==> config.mk <==
export PLATFORM = sky130hd
export DESIGN_NAME = irq_prio_ctrl
export DESIGN_NICKNAME = d
export VERILOG_FILES = /design/src/rtl/irq_prio_pkg.sv /design/src/rtl/irq_prio_find_top.sv /design/src/rtl/irq_prio_regs.sv /design/src/rtl/irq_prio_eval.sv /design/src/rtl/irq_prio_ctrl.sv
export SDC_FILE = /design/constraint.sdc
export NUM_CORES = 2
export LEC_CHECK = 0
export BUFFER_PORTS_ARGS = -buffer_cell sky130_fd_sc_hd__clkbuf_2
export CAP_MARGIN = 5
export CORE_MARGIN = 2
export CORE_UTILIZATION = 50
export CTS_CLUSTER_SIZE = 10
export DETAILED_ROUTE_END_ITERATION = 8
export GPL_TIMING_DRIVEN = 0
export PLACE_DENSITY_LB_ADDON = 0.05
export SYNTH_ARGS = -nofsm -noshare
export SYNTH_HDL_FRONTEND = slang
export SYNTH_SLANG_ARGS = --single-unit
export TNS_END_PERCENT = 10
==> constraint.sdc <==
create_clock -name clk -period 7 [get_ports clk]
set_input_delay 0.35 -clock clk [delete_from_list [all_inputs] [get_ports clk]]
set_output_delay 0.35 -clock clk [all_outputs]
set_load 0.1 [all_outputs]
==> src/rtl/irq_prio_pkg.sv <==
package irq_prio_pkg;

    typedef enum logic [1:0] {
        SEL_TASK = 2'd0,
        SEL_SPUR = 2'd1,
        SEL_PROC = 2'd2,
        SEL_NONE = 2'd3
    } reg_sel_e;

    typedef enum logic [1:0] {
        ACK_GRANT   = 2'd0,
        ACK_BLOCKED = 2'd1,
        ACK_EMPTY   = 2'd2
    } ack_kind_e;

endpackage

==> src/rtl/irq_prio_find_top.sv <==
module irq_prio_find_top #(
    parameter int N   = 256,
    parameter int GRP = 16
) (
    input  logic [N-1:0]         bits,
    output logic                 any,
    output logic [$clog2(N)-1:0] idx
);
    localparam int IW = $clog2(N);
    localparam int NG = N / GRP;
    localparam int GW = $clog2(GRP);

    logic [NG-1:0]    grp_any;
    logic [NG*GW-1:0] grp_idx;

    for (genvar g = 0; g < NG; g++) begin : g_grp
        logic [GW-1:0] loc;
        always_comb begin
            loc = '0;
            for (int b = 0; b < GRP; b++) begin
                if (bits[g*GRP + b]) loc = GW'(b);
            end
        end
        assign grp_any[g]              = |bits[g*GRP +: GRP];
        assign grp_idx[g*GW +: GW]     = loc;
    end

    always_comb begin
        any = |grp_any;
        idx = '0;
        for (int g = 0; g < NG; g++) begin
            if (grp_any[g]) idx = IW'(g * GRP) + IW'(grp_idx[g*GW +: GW]);
        end
    end
endmodule

==> src/rtl/irq_prio_regs.sv <==
module irq_prio_regs
    import irq_prio_pkg::*;
#(
    parameter int VEC_W  = 8,
    parameter int DATA_W = 32
) (
    input  logic              clk,
    input  logic              rst_n,
    input  logic              wr,
    input  logic [1:0]        sel,
    input  logic [DATA_W-1:0] wdata,
    output logic [VEC_W-1:0]  tpr_q,
    output logic [VEC_W:0]    spur_q
);
    localparam logic [VEC_W:0] SPUR_RST = {1'b0, {VEC_W{1'b1}}};

    typedef struct packed {
        logic [VEC_W-1:0] tpr;
        logic [VEC_W:0]   spur;
    } regs_t;

    regs_t r_d, r_q;

    always_comb begin
        r_d = r_q;
        if (wr) begin
            case (reg_sel_e'(sel))
                SEL_TASK: r_d.tpr  = wdata[VEC_W-1:0];
                SEL_SPUR: r_d.spur = wdata[VEC_W:0];
                default:  ;
            endcase
        end
    end

    always_ff @(posedge clk or negedge rst_n) begin
        if (!rst_n) begin
            r_q.tpr  <= '0;
            r_q.spur <= SPUR_RST;
        end else begin
            r_q <= r_d;
        end
    end

    assign tpr_q  = r_q.tpr;
    assign spur_q = r_q.spur;


    spur_write_chk: assert property (@(posedge clk) disable iff (!rst_n)
        (wr && sel == 2'd1) |=> spur_q == $past(wdata[VEC_W:0]));


    task_write_chk: assert property (@(posedge clk) disable iff (!rst_n)
        (wr && sel == 2'd0) |=> tpr_q == $past(wdata[VEC_W-1:0]));
endmodule

==> src/rtl/irq_prio_eval.sv <==
module irq_prio_eval
    import irq_prio_pkg::*;
#(
    parameter int VEC_W = 8
) (
    input  logic [VEC_W-1:0] tpr,
    input  logic [VEC_W:0]   spur,
    input  logic             irr_any,
    input  logic [VEC_W-1:0] irr_top,
    input  logic             isr_any,
    input  logic [VEC_W-1:0] isr_top,
    output logic [VEC_W-1:0] ppr,
    output logic             irq_line,
    output ack_kind_e        ack_kind
);
    localparam int CLS_W = VEC_W - 4;

    logic [CLS_W-1:0] svc_cls;
    logic             sw_en;

    always_comb begin
        sw_en   = spur[VEC_W];
        svc_cls = isr_any ? isr_top[VEC_W-1:4] : '0;
        if (tpr[VEC_W-1:4] >= svc_cls) ppr = tpr;
        else                           ppr = {svc_cls, 4'h0};

        irq_line = sw_en && irr_any &&
                   ((ppr == '0) || (irr_top[VEC_W-1:4] > ppr[VEC_W-1:4]));

        if (!sw_en || !irr_any)                 ack_kind = ACK_EMPTY;
        else if (tpr != '0 && irr_top <= tpr)   ack_kind = ACK_BLOCKED;
        else                                    ack_kind = ACK_GRANT;
    end
endmodule

==> src/rtl/irq_prio_ctrl.sv <==
module irq_prio_ctrl
    import irq_prio_pkg::*;
#(
    parameter int VEC_W  = 8,
    parameter int DATA_W = 32,
    parameter int GRP    = 16
) (
    input  logic              clk,
    input  logic              rst_n,
    input  logic              post_valid,
    input  logic [VEC_W-1:0]  post_vector,
    input  logic              post_level,
    input  logic              ack_req,
    input  logic              eoi_req,
    input  logic              reg_wr,
    input  logic [1:0]        reg_sel,
    input  logic [DATA_W-1:0] reg_wdata,
    output logic [DATA_W-1:0] reg_rdata,
    output logic              irq_out,
    output logic              ack_valid,
    output logic [VEC_W-1:0]  ack_vector,
    output logic              ack_empty,
    output logic              ack_level
);
    localparam int NUM_VEC = 1 << VEC_W;

    typedef struct packed {
        logic [NUM_VEC-1:0] irr;
        logic [NUM_VEC-1:0] isr;
        logic [NUM_VEC-1:0] tmr;
        logic               rsp_valid;
        logic [VEC_W-1:0]   rsp_vec;
        logic               rsp_empty;
        logic               rsp_level;
    } state_t;

    state_t s_d, s_q;

    logic [VEC_W-1:0] tpr_q;
    logic [VEC_W:0]   spur_q;
    logic             irr_any, isr_any;
    logic [VEC_W-1:0] irr_top, isr_top;
    logic [VEC_W-1:0] ppr;
    logic             irq_line;
    ack_kind_e        ack_kind;

    irq_prio_regs #(.VEC_W(VEC_W), .DATA_W(DATA_W)) u_regs (
        .clk    (clk),
        .rst_n  (rst_n),
        .wr     (reg_wr),
        .sel    (reg_sel),
        .wdata  (reg_wdata),
        .tpr_q  (tpr_q),
        .spur_q (spur_q)
    );

    irq_prio_find_top #(.N(NUM_VEC), .GRP(GRP)) u_find_irr (
        .bits (s_q.irr),
        .any  (irr_any),
        .idx  (irr_top)
    );

    irq_prio_find_top #(.N(NUM_VEC), .GRP(GRP)) u_find_isr (
        .bits (s_q.isr),
        .any  (isr_any),
        .idx  (isr_top)
    );

    irq_prio_eval #(.VEC_W(VEC_W)) u_eval (
        .tpr      (tpr_q),
        .spur     (spur_q),
        .irr_any  (irr_any),
        .irr_top  (irr_top),
        .isr_any  (isr_any),
        .isr_top  (isr_top),
        .ppr      (ppr),
        .irq_line (irq_line),
        .ack_kind (ack_kind)
    );

    always_comb begin
        s_d           = s_q;
        s_d.rsp_valid = 1'b0;

        if (eoi_req && isr_any) s_d.isr[isr_top] = 1'b0;

        if (ack_req) begin
            s_d.rsp_valid = 1'b1;
            case (ack_kind)
                ACK_GRANT: begin
                    s_d.irr[irr_top] = 1'b0;
                    s_d.isr[irr_top] = 1'b1;
                    s_d.rsp_vec      = irr_top;
                    s_d.rsp_empty    = 1'b0;
                    s_d.rsp_level    = s_q.tmr[irr_top];
                end
                ACK_BLOCKED: begin
                    s_d.rsp_vec   = spur_q[VEC_W-1:0];
                    s_d.rsp_empty = 1'b0;
                    s_d.rsp_level = 1'b0;
                end
                default: begin
                    s_d.rsp_vec   = spur_q[VEC_W-1:0];
                    s_d.rsp_empty = 1'b1;
                    s_d.rsp_level = 1'b0;
                end
            endcase
        end

        if (post_valid) begin
            s_d.irr[post_vector] = 1'b1;
            s_d.tmr[post_vector] = post_level;
        end
    end

    always_ff @(posedge clk or negedge rst_n) begin
        if (!rst_n) s_q <= '0;
        else        s_q <= s_d;
    end

    always_comb begin
        case (reg_sel_e'(reg_sel))
            SEL_TASK: reg_rdata = DATA_W'(tpr_q);
            SEL_SPUR: reg_rdata = DATA_W'(spur_q);
            SEL_PROC: reg_rdata = DATA_W'(ppr);
            default:  reg_rdata = '0;
        endcase
    end

    assign irq_out    = irq_line;
    assign ack_valid  = s_q.rsp_valid;
    assign ack_vector = s_q.rsp_vec;
    assign ack_empty  = s_q.rsp_empty;
    assign ack_level  = s_q.rsp_level;


    grant_moves_chk: assert property (@(posedge clk) disable iff (!rst_n)
        (ack_req && ack_kind == ACK_GRANT && !eoi_req)
        |=> ack_valid && !ack_empty && s_q.isr[ack_vector]);


    blocked_keeps_chk: assert property (@(posedge clk) disable iff (!rst_n)
        (ack_req && ack_kind == ACK_BLOCKED && !post_valid && !eoi_req)
        |=> $stable(s_q.irr) && $stable(s_q.isr) && !ack_empty);


    post_sets_chk: assert property (@(posedge clk) disable iff (!rst_n)
        post_valid |=> s_q.irr[$past(post_vector)] &&
                       (s_q.tmr[$past(post_vector)] == $past(post_level)));


    irq_needs_work_chk: assert property (@(posedge clk) disable iff (!rst_n)
        irq_out |-> spur_q[VEC_W] && (s_q.irr != '0));


    eoi_retires_chk: assert property (@(posedge clk) disable iff (!rst_n)
        (eoi_req && !ack_req && isr_any) |=> !s_q.isr[$past(isr_top)]);


    empty_ack_chk: assert property (@(posedge clk) disable iff (!rst_n)
        (ack_req && (s_q.irr == '0)) |=> ack_valid && ack_empty);


    ppr_floor_chk: assert property (@(posedge clk) disable iff (!rst_n)
        ppr[VEC_W-1:4] >= tpr_q[VEC_W-1:4]);
endmodule

# Word-level counts from Yosys, hierarchy flattened
# Cells that the tools add are included.
# classes
addsub	30
order_cmp	9
n_eq_ne	3
muxes	532
n_bitwise	6
reduce_logical	51
# ops
operator	count
4-bit 2-to-1 mux	259
512-bit 2-to-1 mux	2
256-bit bitwise AND	2
256-bit 2-to-1 mux	2
256-bit NOT	2
256-bit bitwise OR	2
16-bit OR reduction	32
256-bit OR reduction	2
3-bit 2-to-1 mux	128
256-bit bitwise mux	1
8-bit 2-to-1 mux	31
2-bit 2-to-1 mux	65
7-bit by 4-bit adder with 8-bit output, first input constant	8
8-bit by 4-bit adder with 8-bit output, first input constant	8
1-bit 2-to-1 mux	37
7-bit by 5-bit adder with 8-bit output, first input constant	4
6-bit by 4-bit adder with 7-bit output, first input constant	4
8-bit by 9-bit < comparator with 1-bit output, second input constant	3
9-bit case mux with 3 select lines	1
1-bit demux with 8-bit select	3
8-bit by 1-bit >= comparator with 1-bit output, second input constant	3
10-bit case mux with 2 select lines	1
6-bit by 5-bit adder with 7-bit output, first input constant	2
5-bit by 4-bit adder with 6-bit output, first input constant	2
other kinds (15)	27
# totals
reg_bits	796
inputBits	49

# Logic depth before layout (Yosys ltp)
# logic_depth
word_depth	43
mapped_depth	28
ltp_nobuf	25

# By module
# A second synthesis with hierarchy kept.
# hier_totals
hier_cells	4197
hier_area_um2	40267.4
# by_module_without_submodules
module	n_inst	cells_per_inst	area_each_um2	seq_area_each_um2
irq_prio_ctrl	1	3059	33255.6	19493.7
irq_prio_find_top	2	508	2860.2	0.0
irq_prio_regs	1	36	656.9	435.4
irq_prio_eval	1	86	634.4	0.0

# Worst setup path before layout
# No wires, ideal clock.
# synth_path
path_type	register -> output
from	register s_q[308] in the netlist's numbering
to	output reg_rdata[7]
arrival_time_ns	6.085
t_required_ns	6.650
slack_ns	0.565
path_stages_with_launch	19
n_path_buf	0
path_cell_list	dfrtp_1 > nor4_1 > nand2_1 > nor3_1 > a21boi_0 > o31ai_1 > a21oi_1 > o21ai_0 > a21oi_1 > o21ba_2 > o21ai_0 > ha_1 > nand2b_1 > a21o_1 > a21o_1 > a21oi_1 > o21ai_0 > mux2_2 > o21ai_0
# synth_via
elab_chain_len	26
word_cells_on_any_way	28
# synth_lines
element	line_no	rtl
start: declaration	irq_prio_ctrl.sv:37	state_t s_d, s_q;
start signal: assignment	irq_prio_ctrl.sv:117	if (!rst_n) s_q <= '0;
start signal: assignment	irq_prio_ctrl.sv:118	else s_q <= s_d;
4-bit 2-to-1 mux (7 in a row)	irq_prio_find_top.sv:21	if (bits[g*GRP + b]) loc = GW'(b);
6-bit by 4-bit adder with 7-bit output	irq_prio_find_top.sv:32	if (grp_any[g]) idx = IW'(g * GRP) + IW'(grp_idx[g*GW +: GW]);
8-bit 2-to-1 mux (14 in a row)	irq_prio_find_top.sv:32	
4-bit 2-to-1 mux *	irq_prio_eval.sv:23	svc_cls = isr_any ? isr_top[VEC_W-1:4] : '0;
4-bit >= comparator	irq_prio_eval.sv:24	if (tpr[VEC_W-1:4] >= svc_cls) ppr = tpr;
8-bit 2-to-1 mux *	irq_prio_eval.sv:24	
9-bit case mux with 3 select lines *	irq_prio_ctrl.sv:122	case (reg_sel_e'(reg_sel))
end: declaration	irq_prio_ctrl.sv:18	output logic [DATA_W-1:0] reg_rdata,
# Mark *: on every way between the ends. The rest lies on a longest branch, timed or not.

==> impl_metrics.json <==
{
  "status": "finished clean",
  "fin_skew_ns": 0.0290,
  "final_area_mm2": 0.0461,
  "ys_seq_area_share_pct": 48.8,
  "synth_top_area_share_pct": 48.3,
  "grtUsageMet3_pct": 15.8,
  "synthAdderAreaFrac_pct": 0.491,
  "start_kind": "flip-flop",
  "slew_violations": 0,
  "synthTopCellsByArea": "dfrtp_1, nand2_1, mux2_2",
  "track_usage_pct": 43.9,
  "antenna_found_initial": 7,
  "cts-root-buf": "clkbuf_16",
  "hold_viol_final": 0,
  "syn-instance-count": 4453,
  "post_drt_wl_per_cell_um": 32.4,
  "synth_area_leader_cell": "dfrtp_1",
  "grt_pass1_vias": 35300,
  "fin_crit_sh_pct": 98.7,
  "clk_latency_ns": 0.68,
  "gp_congestion": 1.03,
  "cp_common_cell": "nand2_1",
  "use_met2_pct": 60.9,
  "leakage_nw": 21.9,
  "synth-edff-count": 0,
  "die_w_um": 290,
  "cp_slowest_stage_delay_ns": 1.13,
  "synth_top_family_by_area": "simple AND/OR/NAND/NOR gates",
  "synth_compound_area_share_pct": 15.3,
  "synth_common_cells": "nand2_1, dfrtp_1, nor2_1, mux2_2, o31ai_1",
  "drc": 0,
  "core_area_mm2": 0.0807,
  "syn2layout_area_growth_pct": 13.1,
  "maxCapViolations": 0,
  "hp-class": "in2reg",
  "rsz0062_at_grt": "yes",
  "dp_hpwl_um": 140000,
  "synthMuxAreaShare_pct": 9.65,
  "ios": 93,
  "ys_async_sr_fraction_pct": 100,
  "fmax_ghz": 0.145,
  "h-tree-depth": 3,
  "numCtsBuffers": 94,
  "fp.dieH_um": 290,
  "cts_tree": "yes",
  "grt_max_degree": 110,
  "drt_iter0_markers": 5280,
  "worst_pin_slew_ns": 1.46,
  "nets": 4715,
  "peakVddDrop_mv": 0.379,
  "synthXorXnorAreaFrac_pct": 0,
  "worstSetupPathType": "reg2reg",
  "cts.sinks": 796,
  "cp.required_ns": 7.55,
  "synth_warnings": 0,
  "clk_path_buf_depth": 3,
  "dieArea_mm2": 0.0839,
  "setup_violations": 0,
  "ys_ff_latch": 796,
  "gr-usage-met1_pct": 60.1,
  "layout-drive-gt1-share_pct": 13.4,
  "hold_slack_ns": 0.142,
  "period_needed_ns": 6.91,
  "syn_avg_cell_area_um2": 9.16,
  "grt.overflow.total": 0,
  "start_util_pct": 50.6,
  "place.port_buffers": 38,
  "vias_per_cell": 6.58,
  "synth-simple-area-share_pct": 21.5,
  "busiest_layer": "met2",
  "ant_nets": 0,
  "crit_arrival_ns": 7.46,
  "synth_most_common_cell": "nand2_1",
  "synth_area_mm2": 0.0408,
  "rows": 104,
  "final_core_util_pct": 57.2,
  "clk_pin_slew_worst_paths_ns": 0.06,
  "path_cells": "or4_1 -> or4b_1 -> buf_2 -> nor2_1 -> and3_4 -> inv_2 -> a2111oi_4 -> nor3_2 -> clkinv_1 -> nand2_1 -> nor3_2 -> clkbuf_1 -> nand2_1 -> nand2_1 -> nand2_1",
  "ys_types": 85,
  "place_area_mm2": 0.0428,
  "p_per_area_mw_per_mm2": 420,
  "crit_fanout": 10,
  "grt_pass1_wl_um": 259000,
  "slew_headroom_pct": 2.74,
  "fin_setup_tns_ns": 0,
  "slowest_stage": "nor3_2",
  "drt-total-wl_um": 186000,
  "endpoint_kind": "flip-flop",
  "synth_ff_type": "dfrtp_1",
  "firstDrtPassIters": 6,
  "vias": 37900
}
## repair_timing
item	in CTS	in global routing
setup buffers	8	7
resized for setup	52	46
hold buffers	11	0
setup endpoints to repair	526	465
pin swaps	7	9
hold endpoints to repair	76	0
## flip-flops by register name, indices dropped and copies added (netlist names)
name	count
ack_vector	8
ack_empty	1
u_regs.spur_q	9
u_regs.tpr_q	8
ack_valid	1
s_q	768
ack_level	1
## cells by family after synthesis
logic type | count (synthesis)
AND/OR/NAND/NOR | 1984
AO/OA/AOI/OAI | 914
flip-flops | 796
buffers and inverters | 385
multiplexers | 357
adder cells (fa/ha/maj) | 16
other | 1
## metrics by stage
step / instances / total power [mW] / setup slack, ns
final: 5757 / 19.4 / 0.0891
after global placement: 5573 / 14.2 / -14.16
after floorplan: 4475 / 10.2 / 0.565
after CTS: 5745 / 18.9 / -0.0392
after global routing: 5754 / 19.6 / -0.0797
after detailed placement: 5590 / 14.3 / -2.91
## routing by layer
| metal | share of wire (%) | up-vias | routed length, um |
|---|---|---|---|
| met5 | 0.021 | - | 40 |
| met4 | 6.3 | 6 | 11700 |
| met2 | 40 | 2503 | 75400 |
| met3 | 13 | 529 | 24600 |
| li1 | - | 16200 | - |
| met1 | 40 | 18600 | 74600 |
## final timing paths
| check | startpoint | endpoint | slack [ns] | depth (start not counted) |
|---|---|---|---|---|
| worst max-delay path | s_q[735] | s_q[549] | 0.09 | 15 |
| worst min register to register | s_q[731] | s_q[731] | 0.48 | 2 |
| worst min-delay path | reg_sel[0] | u_regs.tpr_q[3] | 0.14 | 4 |
| max in group asynchronous | rst_n | u_regs.spur_q[6] | 4.90 | 5 |
| worst max register to register | s_q[735] | s_q[549] | 0.09 | 15 |
| min in group asynchronous | rst_n | s_q[335] | 0.25 | 2 |
## cell type report
type,instances,area (um^2)
inverter,116,439
tap,1060,1330
fill,7414,34500
timing repair buffer,83,773
antenna,3,7.51
multi-input combinational,3294,19700
sequential,796,19900
clock buffer,132,2650
clock inverter,8,62.6
buffer,265,1290
## worst max-delay path, delay by kind of cell (launching register included)
kind	cells	cell delay (ns)
compound gates	1	0.64
simple gates	10	4.21
flops	1	0.40
buf+inv	4	1.51
## report_power, final
part           switching (mW)  internal [mW]
logic                    7.32           2.08
registers               0.366           4.99
clock network            2.02           2.59
total                    9.71           9.67
## cells in the final DEF, fill, tap and decap left out, types with 39 or more instances in the layout
cell       instances
mux2_2           242
o21bai_1          45
nand3_1           76
o21ai_0          177
a22o_1            81
mux2i_1          111
dfrtp_1          788
clkbuf_2          49
a21oi_1          138
a31oi_1           57
inv_1            110
o31ai_1          216
nor4_1            91
buf_4             57
nor3_1           137
nand2b_1          39
nand2_1         1155
clkbuf_16         97
clkbuf_1         204
nor2_1           258
Note: power is estimated with default switching activity, not from simulation.
